--- config.mk ---
export PLATFORM = sky130hd
export DESIGN_NAME = spi_regfile_slave
export DESIGN_NICKNAME = d
export VERILOG_FILES = /design/src/rtl/spi_rf_pkg.sv /design/src/rtl/spi_rf_sync.sv /design/src/rtl/spi_rf_shifter.sv /design/src/rtl/spi_rf_regs.sv /design/src/rtl/spi_regfile_slave.sv
export SDC_FILE = /design/constraint.sdc
export NUM_CORES = 1
export LEC_CHECK = 0
export ABC_CLOCK_PERIOD_IN_PS = 7800
export BUFFER_PORTS_ARGS = -buffer_cell sky130_fd_sc_hd__buf_4
export CORE_MARGIN = 2
export CORE_UTILIZATION = 60
export DETAILED_ROUTE_END_ITERATION = 8
export GPL_TIMING_DRIVEN = 0
export PLACE_DENSITY_LB_ADDON = 0.1
export SYNTH_ARGS = -nofsm -noshare
export SYNTH_HDL_FRONTEND = slang
export SYNTH_HIERARCHICAL = 1
export SYNTH_SLANG_ARGS = --single-unit
--- constraint.sdc ---
create_clock -name clk -period 7.8 [get_ports clk]
set_input_delay 1.56 -clock clk [delete_from_list [all_inputs] [get_ports clk]]
set_output_delay 1.56 -clock clk [all_outputs]
set_load 0.02 [all_outputs]
--- src/rtl/spi_rf_pkg.sv ---
// Package: shared frame layout and fixed register indices for the serial
// register slave. The frame format is fixed at 16 bits by the link protocol.
package spi_rf_pkg;
    localparam int FRAME_W = 16;

    // One serial frame as seen after the 16th rising edge.
    typedef struct packed {
        logic       wr;     // 1 = write
        logic [6:0] addr;   // byte address
        logic [7:0] data;   // write data, ignored on reads
    } spi_frame_t;

    localparam int STATUS_WORD = 0;
    localparam int CMD_WORD    = 1;
    localparam int FIRST_CFG   = 2;
endpackage

--- src/rtl/spi_rf_sync.sv ---
// Synchronizer: brings WIDTH asynchronous inputs into the clk domain through
// STAGES flops. Assumes the inputs are level signals held for several clocks.
module spi_rf_sync #(
    parameter int              WIDTH   = 3,
    parameter int              STAGES  = 2,
    parameter logic [WIDTH-1:0] RST_VAL = '0
) (
    input  logic             clk,
    input  logic             rst_n,
    input  logic [WIDTH-1:0] async_in,
    output logic [WIDTH-1:0] sync_out
);
    logic [WIDTH-1:0] chain [STAGES];

    // Shift chain: stage 0 samples the pins, each later stage the one before.
    always_ff @(posedge clk) begin
        if (!rst_n) begin
            for (int i = 0; i < STAGES; i++) chain[i] <= RST_VAL;
        end else begin
            chain[0] <= async_in;
            for (int i = 1; i < STAGES; i++) chain[i] <= chain[i-1];
        end
    end

    assign sync_out = chain[STAGES-1];
endmodule

--- src/rtl/spi_rf_shifter.sv ---
// Frame engine: counts rising serial-clock edges inside chip-select-low,
// assembles 16-bit frames, flags short frames on chip-select release and
// drives DOUT from the response word on falling edges.
// Assumes synchronized inputs and a serial clock below clk/4.
module spi_rf_shifter
    import spi_rf_pkg::*;
(
    input  logic               clk,
    input  logic               rst_n,
    input  logic               sclk_s,
    input  logic               cs_n_s,
    input  logic               din_s,
    input  logic [FRAME_W-1:0] rd_data,
    output logic               cs_active,
    output logic               frame_valid,
    output spi_frame_t         frame_word,
    output logic               frame_err,
    output logic               dout_q
);
    localparam int CNT_W = $clog2(FRAME_W);

    logic               sclk_d;
    logic               cs_n_d;
    logic [CNT_W-1:0]   bit_cnt;
    logic [FRAME_W-2:0] shift_q;
    logic [FRAME_W-1:0] tx_word;
    logic               sclk_rise;
    logic               sclk_fall;

    assign sclk_rise   = sclk_s & ~sclk_d;
    assign sclk_fall   = ~sclk_s & sclk_d;
    assign cs_active   = ~cs_n_s;
    assign frame_word  = {shift_q, din_s};
    assign frame_valid = cs_active & sclk_rise & (bit_cnt == CNT_W'(FRAME_W-1));
    assign frame_err   = cs_n_s & ~cs_n_d & (bit_cnt != '0);

    // Edge history for the serial clock and chip select.
    always_ff @(posedge clk) begin
        if (!rst_n) begin
            sclk_d <= 1'b1;
            cs_n_d <= 1'b1;
        end else begin
            sclk_d <= sclk_s;
            cs_n_d <= cs_n_s;
        end
    end

    // Input shift register and bit counter, cleared while deselected.
    always_ff @(posedge clk) begin
        if (!rst_n) begin
            bit_cnt <= '0;
            shift_q <= '0;
        end else if (!cs_active) begin
            bit_cnt <= '0;
        end else if (sclk_rise) begin
            shift_q <= frame_word[FRAME_W-2:0];
            bit_cnt <= bit_cnt + 1'b1;
        end
    end

    // Response word: read data for a read frame, zero after a write frame.
    always_ff @(posedge clk) begin
        if (!rst_n)          tx_word <= '0;
        else if (frame_valid) tx_word <= frame_word.wr ? '0 : rd_data;
    end

    // DOUT launch: the bit for the coming rising edge, on each falling edge.
    always_ff @(posedge clk) begin
        if (!rst_n)                     dout_q <= 1'b0;
        else if (cs_active && sclk_fall) dout_q <= tx_word[~bit_cnt];
    end

    p_one_frame_r1: assert property (@(posedge clk) disable iff (!rst_n)
        frame_valid |=> !frame_valid);
    p_dout_fall_only_r4: assert property (@(posedge clk) disable iff (!rst_n)
        !sclk_fall |=> $stable(dout_q));
    p_idle_count_r5: assert property (@(posedge clk) disable iff (!rst_n)
        !cs_active |=> (bit_cnt == '0));
endmodule

--- src/rtl/spi_rf_regs.sv ---
// Register file: status flags (word 0), self-clearing command bits (word 1)
// and NUM_WORDS-2 byte-writable configuration words. Reserved words read 0.
// Assumes frame_valid is a single-cycle strobe and NUM_WORDS <= 64.
module spi_rf_regs
    import spi_rf_pkg::*;
#(
    parameter int NUM_WORDS = 8,
    parameter int CLR_BIT   = 4,
    localparam int CFG_WORDS = NUM_WORDS - FIRST_CFG,
    localparam int IDX_W     = 6
) (
    input  logic                       clk,
    input  logic                       rst_n,
    input  logic                       frame_valid,
    input  spi_frame_t                 frame_word,
    input  logic                       frame_err,
    input  logic                       cs_active,
    input  logic                       busy,
    input  logic [FRAME_W-1:0]         cmd_done,
    output logic [FRAME_W-1:0]         rd_data,
    output logic [FRAME_W-1:0]         cmd_pend,
    output logic [CFG_WORDS*FRAME_W-1:0] cfg_q
);
    logic [IDX_W-1:0]   idx;
    logic               hi_byte;
    logic               wr_hit;
    logic               clr_cmd;
    logic               spi_err;
    logic               viol;
    logic [FRAME_W-1:0] cmd_set;

    assign idx     = frame_word.addr[6:1];
    assign hi_byte = frame_word.addr[0];
    assign wr_hit  = frame_valid & frame_word.wr;
    assign clr_cmd = wr_hit & (idx == IDX_W'(CMD_WORD)) & ~hi_byte & frame_word.data[CLR_BIT];

    // Command bits requested by this write; the clear bit acts at once.
    always_comb begin
        cmd_set = '0;
        if (wr_hit && idx == IDX_W'(CMD_WORD)) begin
            if (hi_byte) cmd_set[15:8] = frame_word.data;
            else         cmd_set[7:0]  = frame_word.data;
        end
        cmd_set[CLR_BIT] = 1'b0;
    end

    // Sticky status flags, set has priority over clear.
    always_ff @(posedge clk) begin
        if (!rst_n) begin
            spi_err <= 1'b0;
            viol    <= 1'b0;
        end else begin
            spi_err <= (spi_err & ~clr_cmd) | frame_err;
            viol    <= (viol & ~clr_cmd) | (busy & cs_active);
        end
    end

    // Pending command bits, held until the matching completion strobe.
    always_ff @(posedge clk) begin
        if (!rst_n) cmd_pend <= '0;
        else        cmd_pend <= (cmd_pend & ~cmd_done) | cmd_set;
    end

    // One byte-writable configuration word per generate iteration.
    for (genvar k = 0; k < CFG_WORDS; k++) begin : g_cfg
        always_ff @(posedge clk) begin
            if (!rst_n) begin
                cfg_q[k*FRAME_W +: FRAME_W] <= '0;
            end else if (wr_hit && idx == IDX_W'(k + FIRST_CFG)) begin
                if (hi_byte) cfg_q[k*FRAME_W+8 +: 8] <= frame_word.data;
                else         cfg_q[k*FRAME_W   +: 8] <= frame_word.data;
            end
        end
    end

    // Read mux for the word addressed by the completing frame.
    always_comb begin
        rd_data = '0;
        if (idx == IDX_W'(STATUS_WORD))   rd_data = {14'd0, viol, spi_err};
        else if (idx == IDX_W'(CMD_WORD)) rd_data = cmd_pend;
        else if (idx < IDX_W'(NUM_WORDS)) rd_data = cfg_q[(idx - IDX_W'(FIRST_CFG))*FRAME_W +: FRAME_W];
    end

    p_err_sticky_r5: assert property (@(posedge clk) disable iff (!rst_n)
        (spi_err && !clr_cmd) |=> spi_err);
    p_err_set_r5: assert property (@(posedge clk) disable iff (!rst_n)
        frame_err |=> spi_err);
    p_viol_set_r8: assert property (@(posedge clk) disable iff (!rst_n)
        (busy && cs_active) |=> viol);
    p_pend_hold_r6: assert property (@(posedge clk) disable iff (!rst_n)
        ((cmd_pend & ~cmd_done) != '0) |=> (($past(cmd_pend & ~cmd_done) & ~cmd_pend) == '0));
    p_clr_not_pending_r7: assert property (@(posedge clk) disable iff (!rst_n)
        clr_cmd |=> !cmd_pend[CLR_BIT]);
    p_reserved_zero_r9: assert property (@(posedge clk) disable iff (!rst_n)
        (idx >= IDX_W'(NUM_WORDS)) |-> (rd_data == '0));
endmodule

--- src/rtl/spi_regfile_slave.sv ---
// Top: serial mode-3 register slave. Synchronizes the pins, runs the frame
// engine and the register file. Assumes sclk below clk/4 and cs_n/din stable
// around rising serial-clock edges.
module spi_regfile_slave
    import spi_rf_pkg::*;
#(
    parameter int NUM_WORDS   = 8,
    parameter int SYNC_STAGES = 2,
    parameter int CLR_BIT     = 4,
    localparam int CFG_W      = (NUM_WORDS - FIRST_CFG) * FRAME_W
) (
    input  logic               clk,
    input  logic               rst_n,
    input  logic               sclk,
    input  logic               cs_n,
    input  logic               din,
    output logic               dout,
    output logic               dout_oe,
    input  logic               busy,
    input  logic [FRAME_W-1:0] cmd_done,
    output logic [FRAME_W-1:0] cmd_pend,
    output logic [CFG_W-1:0]   cfg_q
);
    logic [2:0]         pins_s;
    logic               cs_active;
    logic               frame_valid;
    logic               frame_err;
    spi_frame_t         frame_word;
    logic [FRAME_W-1:0] rd_data;

    spi_rf_sync #(.WIDTH(3), .STAGES(SYNC_STAGES), .RST_VAL(3'b110)) u_sync (
        .clk      (clk),
        .rst_n    (rst_n),
        .async_in ({sclk, cs_n, din}),
        .sync_out (pins_s)
    );

    spi_rf_shifter u_shift (
        .clk         (clk),
        .rst_n       (rst_n),
        .sclk_s      (pins_s[2]),
        .cs_n_s      (pins_s[1]),
        .din_s       (pins_s[0]),
        .rd_data     (rd_data),
        .cs_active   (cs_active),
        .frame_valid (frame_valid),
        .frame_word  (frame_word),
        .frame_err   (frame_err),
        .dout_q      (dout)
    );

    spi_rf_regs #(.NUM_WORDS(NUM_WORDS), .CLR_BIT(CLR_BIT)) u_regs (
        .clk         (clk),
        .rst_n       (rst_n),
        .frame_valid (frame_valid),
        .frame_word  (frame_word),
        .frame_err   (frame_err),
        .cs_active   (cs_active),
        .busy        (busy),
        .cmd_done    (cmd_done),
        .rd_data     (rd_data),
        .cmd_pend    (cmd_pend),
        .cfg_q       (cfg_q)
    );

    assign dout_oe = cs_active;

    p_oe_idle_r4: assert property (@(posedge clk) disable iff (!rst_n)
        $rose(pins_s[1]) |-> !dout_oe);
endmodule

* Word-level counts from Yosys, hierarchy flattened *
Memories as Yosys holds them, arrays and structs flattened.
Index checks and enable logic that the tools add are counted.

storage, ports and cells
  flip-flop bits (word level) = 152
  memory bits (writable) = 6
  output and inout port bits = 114
  memories kept = 1

operators by class
  $add $sub $neg = 2
  $lt $le $gt $ge = 2
  equality and inequality tests = 8
  shift operators = 1
  mux-type cells = 13
  bitwise logic cells = 28
  reduce and logical (&&, ||, !) cells = 24

memory list
  name          words  bits a word  rd ports  clocked after Yosys merged registers in  write ports  line               RTL
  u_sync.chain  2      3            2         0                                        2            spi_rf_sync.sv:13  logic [WIDTH-1:0] chain [STAGES];

operators with widths
  cell                                                                   number
  96-bit by 33-bit indexed part select with 16-bit output                1
  16-bit two-way mux                                                     5
  2-bit AND reduction                                                    13
  6-bit by 3-bit equality test with 1-bit output, second input constant  4
  16-bit AND                                                             1
  8-bit two-way mux                                                      2
  16-bit NOT                                                             1
  16-bit OR                                                              1
  1-bit AND                                                              13
  6-bit by 2-bit equality test with 1-bit output, second input constant  2
  1-bit logical AND                                                      8
  1-bit NOT                                                              7
  6-bit by 2-bit subtractor with 7-bit output, second input constant     1
  6-bit by 1-bit equality test with 1-bit output, second input constant  1
  6-bit zero test                                                        1
  6-bit by 4-bit < comparator with 1-bit output, second input constant   1
  3-bit two-way mux                                                      2
  4-bit by 5-bit < comparator with 1-bit output, second input constant   1
  4-bit by 1-bit adder with 4-bit output, second input constant          1
  1-bit binary-select mux with 4-bit select                              1
  4-bit equality test, second input constant                             1
  4-bit NOT                                                              1
  1-bit OR                                                               4
  4-bit nonzero test                                                     1
  other kinds (2)                                                        4

* Longest topological paths before layout *
  depth after elaboration = 11
  mapped depth = 11
  depth with buffers taken out = 7

* By module *
Netlist, hierarchy kept.

modules (own cells, without submodules)
  module          times used  cells each  area each (µm²)
  spi_rf_regs     1           529         5,333.9
  spi_rf_shifter  1           186         1,687.9
  spi_rf_sync     1           15          180.2

* Least setup slack after synthesis *
Ideal clock, no wire load.

  path type = flip-flop to flip-flop
  start = reg u_shift.shift_q[9]
  end = reg u_shift.tx_word[0]
  setup time = 0.116 ns
  data arrival time = 2.628 ns
  required time = 7.684 ns
  setup slack = 5.056 ns
  stages on the path, launching flop included = 11
  path buffers = 3
  cells stage by stage = dfxtp_1 > clkbuf_1 > clkbuf_1 > inv_1 > ha_1 > clkbuf_1 > mux2_2 > a222oi_1 > o22ai_1 > nand3b_1 > a21boi_1

on the way
  word-level cells in the longest chain between the ends = 6

ends and longest elaborated chain
  item                                                     line                     RTL
  start, declared                                          spi_rf_shifter.sv:25     logic [FRAME_W-2:0] shift_q;
  start signal, assigned                                   spi_rf_shifter.sv:56     shift_q <= frame_word[FRAME_W-2:0];
  6-bit by 2-bit subtractor with 7-bit output              spi_rf_regs.sv:81        else if (idx < IDX_W'(NUM_WORDS)) rd_data = cfg_q[(idx - IDX_W'(FIRST_CFG))*FRAME_W +: FRAME_W];
  96-bit by 33-bit indexed part select with 16-bit output  spi_rf_regs.sv:81
  16-bit two-way mux                                       spi_rf_regs.sv:81
  16-bit two-way mux                                       spi_rf_regs.sv:80        else if (idx == IDX_W'(CMD_WORD)) rd_data = cmd_pend;
  16-bit two-way mux *                                     spi_rf_regs.sv:79        if (idx == IDX_W'(STATUS_WORD)) rd_data = {14'd0, viol, spi_err};
  net rd_data[0]                                           spi_regfile_slave.sv:29  logic [FRAME_W-1:0] rd_data;
  16-bit two-way mux *                                     spi_rf_shifter.sv:64     else if (frame_valid) tx_word <= frame_word.wr ? '0 : rd_data;
  end signal, assigned                                     spi_rf_shifter.sv:64
  end, declared                                            spi_rf_shifter.sv:26     logic [FRAME_W-1:0] tx_word;

The timed path passes the listed nets; every way through them passes the cells marked *.
A chain may end at the register's enable or synchronous reset.

* Worst setup path after layout *
  start = reg u_shift.shift_q[9]
  end = reg u_shift.tx_word[1]

The elaborated chain is that of the path after synthesis.

==> qor.csv <==
metric,value,unit
seqPwrFrac,0.468,
outcome,completed,
hpwlAfterDp,16400,um
p_leak,3.44,nW
root_buffer,clkbuf_16,
yosysTopAreaCell,dfxtp_1,
antenna_found_initial,0,
final_hold_viol_count,0,
switching_power,0.349,mW
finalSetupViolCount,0,
hold_buffers,0,
holdPathEnd,u_sync/chain[0][4]$_SDFF_PN1_,
final_layout_size_suffix_gt1_frac,0.250,
syn_area_per_cell,9.87,sq um
cts.path.max_buffers,2,
drcViolationCount,0,
worstReg2RegEnd,u_shift/tx_word[1]$_SDFFE_PN0P_,
clock_power_share,0.511,
dieArea,12900,sq um
cts_sinks,158,
wl_per_cell,21.3,um
synth_cell_type_count,45,
synthesis.nets,756,
finalNetCount,910,
whs,0.430,ns
path_max_fanout,10,
synth-main-ff-cell,dfxtp_1,
synth_cells,730,
start_util,0.607,
cts_resized,0,
yosys-top-cells-area,"dfxtp_1, mux2i_1, nand2_1",
n_antenna_cell,0,
cts-htree-levels,4,
synth_area,7200,sq um
maxSlewViolCount,0,
syn_to_final_growth,25.4,%
p_per_area,192,nW/um^2
period_minus_slack,3.63,ns
core-area,11900,sq um
dp_cells,1012,
rsz0062_at_grt,false,
ys_warn_count,6,
worstHoldPathType,flop to flop,
hold_start,u_sync/chain[0][1]$_SDFF_PN1_,
synth_edf_count,0,
required,8.12,ns
vias,6293,
row_count,40,
drt_first_pass_iters,5,
routabilityCongestion,0.959,
max_freq,276,MHz
vdd.ir_drop.worst,0.143,mV
grt_usage,0.349,
post_cts.repair.setup_buffers,0,
die_h,114,um
grt_max_degree,17,
fin_tns_setup,0,ns
cpMaxStageDelayCell,clkbuf_1,
portBuffers,135,
intPower,1.38,mW
ios,136,
ys_seq_area_frac,0.439,
ff2ff_path_depth,10,
start_kind,flop,
holdPathStages,1,
drtIter0Drc,477,
async_reset_ff_frac,0,
cpPeakStageDelay,0.58,ns
grt_pass1_vias,6146,
critPathCaptureType,flop,
grt.overflow.total,0,
clk_pin_slew,0.06,ns
worstMarginPinSlew,0.850,ns
postRouteAntennaNets,0,
cts_made_buffers,17,
crit_chain,clkbuf_1 > clkbuf_1 > inv_1 > ha_1 > clkbuf_1 > mux2_2 > a222oi_1 > o22ai_1 > nand3b_1 > a21boi_1,
rr_startpoint,u_shift/shift_q[9]$_SDFFE_PN0P_,
die_w,114,um
synth_top_area_share,0.439,
crit_family,buffers and inverters,
min_period_over_period,0.465,
pwr-share-comb,0.021,
routed_wl,22200,um
cap_violations,0,
viasPerCell,6.03,
yosys-top-cells-count,"dfxtp_1, nand2_1, mux2i_1",
clock_latency,0.43,ns
cp.arrival,3.95,ns
final_cell_count_no_fill,1043,
grt_pass1_wl,33800,um
yosys_register_bits,158,
max_slew_margin,0.433,
cp_common_cell,clkbuf_1,
cts_tree,yes,
crit_type,flop to flop,
power.total,1.73,mW
path_buf_inv,4,
clock_skew,0.00582,ns
swShare,0.202,
rrSetupSlack,4.17,ns
-- cell families (layout without fill, tap and decap cells) --
family,count (synthesis),after routing,synth area share
compound gates,71,71,0.0738
xor+xnor,3,3,0.00365
fa+ha+maj,4,4,0.00695
buf+inv,65,231,0.0407
flops,158,158,0.439
mux,139,139,0.223
simple gates,290,290,0.213
-- per-stage QoR --
stage / utilization / area (sq um) / setup WS [ns]
global route: 0.761 / 9030 / 4.11
global placement: 0.708 / 8400 / 4.41
CTS: 0.761 / 9030 / 4.27
finish: 0.761 / 9030 / 4.17
detailed placement: 0.708 / 8400 / 4.30
floorplan: - / 7200 / 5.06
-- layer usage --
| layer | up-vias | wire length [um] | track usage |
|---|---|---|---|
| met5 | - | 0 | 0 |
| met4 | 0 | 904 | 0.180 |
| li1 | 2859 | - | - |
| met2 | 355 | 10600 | 0.577 |
| met1 | 3012 | 8860 | 0.426 |
| met3 | 67 | 1870 | 0.0818 |
-- worst max path at each step --
stage                                          from                              end  slack, ns  depth (start not counted)
detailed placement  u_shift/shift_q[9]$_SDFFE_PN0P_  u_shift/tx_word[1]$_SDFFE_PN0P_       4.30                         10
CTS                 u_shift/shift_q[9]$_SDFFE_PN0P_  u_shift/tx_word[1]$_SDFFE_PN0P_       4.27                         10
global route        u_shift/shift_q[9]$_SDFFE_PN0P_  u_shift/tx_word[1]$_SDFFE_PN0P_       4.11                         10
floorplan           u_shift/shift_q[9]$_SDFFE_PN0P_  u_shift/tx_word[0]$_SDFFE_PN0P_       5.06                         10
finish              u_shift/shift_q[9]$_SDFFE_PN0P_  u_shift/tx_word[1]$_SDFFE_PN0P_       4.17                         10
global placement    u_shift/shift_q[9]$_SDFFE_PN0P_  u_shift/tx_word[1]$_SDFFE_PN0P_       4.41                         10
-- power groups by stage --
stage / sequential [mW] / combinational, mW / clock [mW]
4_1_cts: 0.810 / 0.0361 / 0.884
3_5_place_dp: 0.827 / 0.0355 / 0
6_report: 0.810 / 0.0366 / 0.884
3_3_place_gp: 0.827 / 0.0351 / 0
2_1_floorplan: 0.827 / 0.0187 / 0
5_1_grt: 0.809 / 0.0386 / 0.921
-- state kept, by name (all words and copies together), names as in the netlist --
| signal | count |
|---|---|
| u_shift/sclk_d | 1 |
| u_shift/cs_n_d | 1 |
| u_regs/cfg_q | 96 |
| u_shift/bit_cnt | 4 |
| u_regs/spi_err | 1 |
| u_shift/tx_word | 16 |
| u_regs/cmd_pend | 16 |
| u_shift/dout_q | 1 |
| u_sync/chain | 6 |
| u_regs/viol | 1 |
| u_shift/shift_q | 15 |
-- worst register-to-register path, delay by kind of cell (launching register included) --
kind / cells / cell delay, ns
and+or+nand+nor: 1 / 0.12
DFF: 1 / 0.52
AOI/OAI and AO/OA: 3 / 0.74
buffers and inverters: 4 / 1.38
muxes: 1 / 0.46
adders and majority gates: 1 / 0.30
-- cell type report --
| class | count | area, sq um |
|---|---|---|
| clock inverters | 11 | 164 |
| flip-flops and latches | 158 | 3160 |
| well taps | 147 | 184 |
| inverters | 7 | 27.5 |
| fillers | 818 | 2830 |
| repair buffers | 135 | 1010 |
| multi-input cells | 507 | 3750 |
| clock buffers | 20 | 467 |
| plain buffers | 58 | 265 |
-- placed cells by master, fill, tap and decap left out, types with 3 or more instances in the layout --
master and instances:
nand2_1 158, dfxtp_1 158, buf_4 141, mux2i_1 114
a21boi_0 37, clkbuf_1 35, nand3_1 31, nand2b_1 23
nand3b_1 20, clkbuf_16 17, nand4_1 16, mux4_2 16
o211ai_1 14, mux2_2 9, a21boi_1 9, nor3_4 8
buf_2 8, nor2_1 8, buf_1 7, inv_1 6
clkinv_2 5, bufinv_16 4, and3b_1 4, nand3_2 4
ha_1 4, clkbuf_8 3, nor2b_1 3, and2_1 3
a222oi_1 3
Power figures use the tool's default switching activity.
